[config.mk]
export PLATFORM = sky130hd
export DESIGN_NAME = xlat_cache
export DESIGN_NICKNAME = d
export VERILOG_FILES = /design/src/rtl/xlat_cache.sv
export SDC_FILE = /design/constraint.sdc
export NUM_CORES = 2
export LEC_CHECK = 0
export ABC_AREA = 0
export ABC_CLOCK_PERIOD_IN_PS = 8400
export BUFFER_PORTS_ARGS = -buffer_cell sky130_fd_sc_hd__buf_2
export CAP_MARGIN = 0
export CELL_PAD_IN_SITES_DETAIL_PLACEMENT = 1
export CELL_PAD_IN_SITES_GLOBAL_PLACEMENT = 2
export CORE_MARGIN = 10
export CORE_UTILIZATION = 35
export CTS_CLUSTER_SIZE = 14
export DETAILED_ROUTE_END_ITERATION = 10
export PLACE_DENSITY_LB_ADDON = 0.15
export SYNTH_ARGS = -nofsm -noshare
export SYNTH_HDL_FRONTEND = slang
export SYNTH_SLANG_ARGS = --single-unit
export TNS_END_PERCENT = 20
[constraint.sdc]
create_clock -name clk -period 8.4 [get_ports clk]
set_clock_uncertainty 0.1 [all_clocks]
set_input_delay 0 -clock clk [delete_from_list [all_inputs] [get_ports clk]]
set_output_delay 0 -clock clk [all_outputs]
set_load 0.02 [all_outputs]
[src/rtl/xlat_cache.sv]
module xlat_cache #(
  parameter int NENT = 22,
  parameter int FCW  = 3
) (
  input  logic            clk,
  input  logic            rst_n,
  input  logic            req_valid,
  input  logic [31:0]     req_addr,
  input  logic [FCW-1:0]  req_fc,
  input  logic            req_write,
  input  logic            refill_valid,
  input  logic [23:0]     refill_ppage,
  input  logic            refill_wp,
  input  logic            refill_ci,
  input  logic            refill_mod,
  input  logic            flush,
  input  logic            cfg_we,
  input  logic [1:0]      cfg_sel,
  input  logic [31:0]     cfg_data,
  output logic            rsp_valid,
  output logic            rsp_hit,
  output logic            rsp_miss,
  output logic            rsp_tt,
  output logic            rsp_fault,
  output logic            rsp_mod,
  output logic            rsp_ci,
  output logic [31:0]     rsp_paddr,
  output logic            walk_req,
  output logic [31:0]     walk_addr
);
  localparam int IW  = $clog2(NENT);
  localparam int PGW = 24;

  logic [2:0]      pgsz;
  logic [31:0]     tt0, tt1;
  logic [NENT-1:0] v, wp, md, ci;
  logic [PGW-1:0]  lp [NENT];
  logic [PGW-1:0]  pp [NENT];
  logic [FCW-1:0]  fc [NENT];
  logic [IW-1:0]   rr, hidx, fidx, vic;
  logic            hit, fany;
  logic [FCW-1:0]  pfc;
  logic            pwr;

  function automatic logic tt_match(input logic [31:0] r, input logic [31:0] a);
    return r[15] && (((a[31:24] ^ r[31:24]) & ~{1'b0, r[22:16]}) == 8'h00);
  endfunction

  wire [PGW-1:0] pmask  = ~((PGW'(1) << pgsz) - PGW'(1));
  wire [31:0]    amask  = {pmask, 8'h00};
  wire           tt_hit = tt_match(tt0, req_addr) || tt_match(tt1, req_addr);
  wire           take   = req_valid && !walk_req;
  wire           fill   = refill_valid && walk_req;
  wire           pg_chg = cfg_we && cfg_sel == 2'd0 && cfg_data[2:0] != pgsz;
  wire           wr_ok  = req_write && !wp[hidx];
  wire           fmod   = refill_mod || (pwr && !refill_wp);

  always_comb begin
    hit  = 1'b0;
    hidx = '0;
    fany = 1'b0;
    fidx = '0;
    for (int i = 0; i < NENT; i++) begin
      if (!hit && v[i] && fc[i] == req_fc && ((lp[i] ^ req_addr[31:8]) & pmask) == '0) begin
        hit  = 1'b1;
        hidx = IW'(i);
      end
      if (!fany && !v[i]) begin
        fany = 1'b1;
        fidx = IW'(i);
      end
    end
    vic = fany ? fidx : rr;
  end

  always_ff @(posedge clk) begin
    if (!rst_n) begin
      v <= '0; wp <= '0; md <= '0; ci <= '0;
      rr <= '0; pgsz <= '0; tt0 <= '0; tt1 <= '0;
      walk_req <= 1'b0; walk_addr <= '0; pfc <= '0; pwr <= 1'b0;
      rsp_valid <= 1'b0; rsp_hit <= 1'b0; rsp_miss <= 1'b0; rsp_tt <= 1'b0;
      rsp_fault <= 1'b0; rsp_mod <= 1'b0; rsp_ci <= 1'b0; rsp_paddr <= '0;
    end else begin
      rsp_valid <= take || fill;
      rsp_hit   <= 1'b0;
      rsp_miss  <= 1'b0;
      rsp_tt    <= 1'b0;
      rsp_fault <= 1'b0;
      rsp_mod   <= 1'b0;
      rsp_ci    <= 1'b0;
      if (cfg_we)
        case (cfg_sel)
          2'd0:    pgsz <= cfg_data[2:0];
          2'd1:    tt0  <= cfg_data;
          2'd2:    tt1  <= cfg_data;
          default: ;
        endcase
      if (take) begin
        if (tt_hit) begin
          rsp_tt    <= 1'b1;
          rsp_paddr <= req_addr;
        end else if (hit) begin
          rsp_hit   <= 1'b1;
          rsp_paddr <= ({pp[hidx], 8'h00} & amask) | (req_addr & ~amask);
          rsp_fault <= req_write && wp[hidx];
          rsp_mod   <= md[hidx] || wr_ok;
          rsp_ci    <= ci[hidx];
          if (wr_ok) md[hidx] <= 1'b1;
        end else begin
          rsp_miss  <= 1'b1;
          walk_req  <= 1'b1;
          walk_addr <= req_addr;
          pfc       <= req_fc;
          pwr       <= req_write;
        end
      end else if (fill) begin
        walk_req  <= 1'b0;
        v[vic]    <= 1'b1;
        lp[vic]   <= walk_addr[31:8];
        fc[vic]   <= pfc;
        pp[vic]   <= refill_ppage;
        wp[vic]   <= refill_wp;
        ci[vic]   <= refill_ci;
        md[vic]   <= fmod;
        rsp_hit   <= 1'b1;
        rsp_paddr <= ({refill_ppage, 8'h00} & amask) | (walk_addr & ~amask);
        rsp_fault <= pwr && refill_wp;
        rsp_mod   <= fmod;
        rsp_ci    <= refill_ci;
        if (!fany) rr <= (rr == IW'(NENT - 1)) ? '0 : rr + 1'b1;
      end
      if (flush || pg_chg) v <= '0;
    end
  end

  p_latency_r2: assert property (@(posedge clk) disable iff (!rst_n)
    take |=> rsp_valid);
  p_miss_walk_r3: assert property (@(posedge clk) disable iff (!rst_n)
    $rose(walk_req) |-> rsp_miss);
  p_walk_hold_r3: assert property (@(posedge clk) disable iff (!rst_n)
    (walk_req && !refill_valid) |=> (walk_req && $stable(walk_addr)));
  p_one_kind_r4: assert property (@(posedge clk) disable iff (!rst_n)
    rsp_valid |-> $countones({rsp_hit, rsp_miss, rsp_tt}) == 1);
  p_window_pass_r7: assert property (@(posedge clk) disable iff (!rst_n)
    (take && tt_hit) |=> (rsp_tt && rsp_paddr == $past(req_addr)));
  p_protect_keep_r9: assert property (@(posedge clk) disable iff (!rst_n)
    (take && !tt_hit && hit && req_write && wp[hidx] && !flush) |=>
      (rsp_fault && md == $past(md)));
  p_rr_range_r10: assert property (@(posedge clk) disable iff (!rst_n)
    rr < IW'(NENT));
  p_flush_r11: assert property (@(posedge clk) disable iff (!rst_n)
    flush |=> v == '0);
  p_stray_refill_r12: assert property (@(posedge clk) disable iff (!rst_n)
    (refill_valid && !walk_req && !req_valid) |=> !rsp_valid);
endmodule

==> reports/results.tsv <==
metric	value	unit
Final Net Count	5073	
antenna-violating nets left	0	
vias	43120	
RSZ-0062 raised after global routing	no	
simple-gate area share of the yosys netlist	11.42	%
met1 usage	38.15	%
Root Buffer	clkbuf_16	
cell area after synthesis	59000	sq um
number of flops mapped to enable cells by yosys	1122	
Worst-path clk slew	0.07	ns
GRT Util Overall	26.86	%
max incr delay on CP	1.04	ns
die area	185400	sq um
Sw Share	24.29	%
Worst Path Required	9.05	ns
Max IR drop VDD	0.0001813	V
CTS tree	done	
Chip Height	430.6	um
Clock Sinks	1326	
# DRC	0	
Max Slew Vio Count	0	
CTS max path bufs	3	
M3 GR Usage	4.113	%
synthesis-to-finish area growth	17.35	%
Die Width	430.6	um
non-filler cells, final	7303	
XOR/XNOR Fraction of Synth Area	9.219	%
CTS resizes	0	
adder-cell area share of the yosys netlist	0.08483	%
Fmax	129.3	MHz
Gate Count Post-Synth	4593	
crit path capture type	flop	
Syn. warnings	0	
setup TNS	0	ns
crit path launch	pgsz[1]$_SDFFE_PN0P_	
r2r setup slk	0.66	ns
leak pwr	23.60	nW
Hold Path Class	input pin to flop	
Clk pwr share	44.9	%
placed cells	6890	
Synth Area in Compound Gates	9.813	%
slew at the pin closest to its max-slew limit	1.359	ns
slew margin rel.	8.572	%
largest net degree at the start of global routing	79	
final core utilization	41.35	%
layout cell share with drive strength beyond 1	14.63	%
crit path time final	7.735	ns
Avg WL per Cell	35.05	um
met2 usage	42.32	%
endpoints failing setup	0	
vias in the first global route	42950	
status	finished, final reports clean	
final wirelength	256000	um
Int Power	11.36	mW
initial DRC count	5354	
# fillers	17410	
Slowest cell on crit path	a222oi_1	
PD cells	216.7	nW/um^2
main flop type after synthesis	edfxtp_1	
sequential area share after synthesis	64.03	%
Arrival @ worst endpoint	8.39	ns
switching power	3.644	mW
Placer Congestion	0.8901	
final instance area	69230	sq um
final count of hold timing violations	0	
Inserted Clock Buffers	157	
Vias/cell	5.904	
Async SR Flop Fraction	0	%
sequential power share	48.2	%
initial antenna violation count	24	
max_cap viols	0	
Syn Nets	4700	
core area	167400	sq um
first-pass GRT wire length	353200	um
synth unique cells	96	
Worst R2R Start	pgsz[1]$_SDFFE_PN0P_	
# port buffers	161	
Gate power share	6.9	%
gr ovfl total	0	
critical setup path kind	flop to flop	
starting density of the core	35.24	%
average size of a mapped cell	12.84	sq um
clk_lat worst skew	0.83	ns
grt peak-use layer	met2	
Final Cycle Share	92.09	%
crit path launch type	flop	
Rows	150	
I/O pin total	175	
dpl cell area	63040	sq um
critical path cell sequence	and2_1, nand2_1, inv_1, ha_1, inv_2, a222oi_1, o21ai_0, or4_1, o21ai_0, nor2_1, nand3_1, a2bb2oi_2, a21boi_1, a221oi_1, a21oi_1, a21oi_1, and3_1, o31ai_1, dlygate4sd3_1	
mux share of post-synthesis cell area	2.751	%
Min-Delay Startpoint	req_fc[1]	
H-tree depth	4	
synthesized flop and latch total	1326	
worst-case hold slack	0.04102	ns
dpl hpwl	165400	um
Pre-Repair DR Iteration Count	6	
CP Max Fanout	21	
main combinational cell family by area after synthesis	simple AND/OR/NAND/NOR gates	
[sequential cells by signal, indices dropped and copies added, names as in the netlist, 3 cells and up]
signal and count:
pp 528, md 22, rr 5, rsp_paddr 32, v 22, ci 22
tt0 16, pfc 3, fc 66, tt1 16, pgsz 3, lp 528
wp 22, walk_addr 32
[metal layers]
layer,vias to the layer above,wire (um)
li1,18160,-
met1,22820,113900
met2,1808,115800
met3,329,18770
met4,2,7542
met5,-,12
[cell usage after synthesis, drive strengths merged, types with 39 or more instances]
| cell type | n | area [sq um] |
|---|---|---|
| o211ai | 43 | 332.8 |
| buf | 143 | 960.9 |
| nor3 | 39 | 206.5 |
| a21oi | 229 | 1157 |
| nor2 | 351 | 1320 |
| edfxtp | 1122 | 33690 |
| dfxtp | 204 | 4084 |
| nand2 | 353 | 1325 |
| o21ai | 172 | 864.6 |
| nor4 | 129 | 819.5 |
| nand4 | 97 | 613.1 |
| xor2 | 339 | 2969 |
| or4 | 48 | 364.1 |
| nand3 | 115 | 580.6 |
| xnor2 | 282 | 2470 |
| clkbuf | 137 | 514.2 |
| o22ai | 50 | 312.8 |
| mux2i | 125 | 1251 |
[stage by stage]
step                power, mW  setup WS [ns]
floorplan               7.864          2.291
global placement        8.348          1.114
detailed placement      8.358          1.026
CTS                     15.09         0.9271
global route            15.42         0.4522
finish                  15.00         0.6648
[power groups by stage]
stage | logic (mW) | clock network (mW) | registers [mW]
after CTS | 1.03 | 6.83 | 7.24
after global placement | 0.974 | 0 | 7.37
after global routing | 1.09 | 7.10 | 7.24
after detailed placement | 0.983 | 0 | 7.38
final | 1.04 | 6.73 | 7.24
after floorplan | 0.470 | 0 | 7.39
[cells in the final DEF, fill, tap and decap left out, drive strengths merged, types with 20 or more instances in the layout]
master / instances
nor4b: 22
nor3: 39
dfxtp: 204
a211oi: 30
o2111ai: 22
a222oi: 31
clkinv: 61
o221ai: 26
o22ai: 50
a21oi: 229
xnor2: 282
or4: 48
dlygate4sd3: 121
a22oi: 33
edfxtp: 1122
o21ai: 172
nor4: 129
nor2: 351
nand2: 353
inv: 32
buf: 373
o31a: 20
a221oi: 31
clkbuf: 209
nand4: 97
nand3: 115
o21a: 25
o211ai: 43
and3: 32
xor2: 339
mux2i: 125
mux2: 33
[cell families (layout without fill, tap and decap cells)]
family	Yosys count	count (layout)
adders and majority gates	4	4
AOI/OAI and AO/OA	854	854
buffers and inverters	308	806
muxes	158	158
xor gates and xnor gates	621	621
other	0	8
and+or+nand+nor	1322	1322
DFF	1326	1326
[path summary, 6_finish.rpt]
path,cells after the start,endpoint
worst min register to register,2,tt0[20]$_SDFFE_PN0P_
worst max register to register,19,rsp_fault$_SDFF_PN0_
worst min-delay path,4,pfc[1]$_SDFFE_PN0P_
worst max-delay path,19,rsp_fault$_SDFF_PN0_
[critical path, delay by kind of cell (launching register included)]
family	cells	cell delay [ns]
AOI/OAI and AO/OA	9	3.91
adders and majority gates	1	0.29
buffers and inverters	3	0.95
DFF	1	0.47
and+or+nand+nor	6	1.88
[area by class of cell]
cell class                      count  area [sq um]  area share, %
Sequential cell                  1326         37790          54.58
Clock inverter                     75         635.6         0.9181
Multi-Input combinational cell   2959         19930          28.79
Tap cell                         2204          2758          3.983
Antenna cell                        8         20.02        0.02892
Timing Repair Buffer              494          3661          5.288
Inverter                           28         110.1         0.1590
Clock buffer                      209          4329          6.253
[repair_timing]
item                      CTS  global route
hold endpoints to repair  723             0
setup buffers               0             0
hold buffers              121             0
Power figures use the tool's default switching activity.
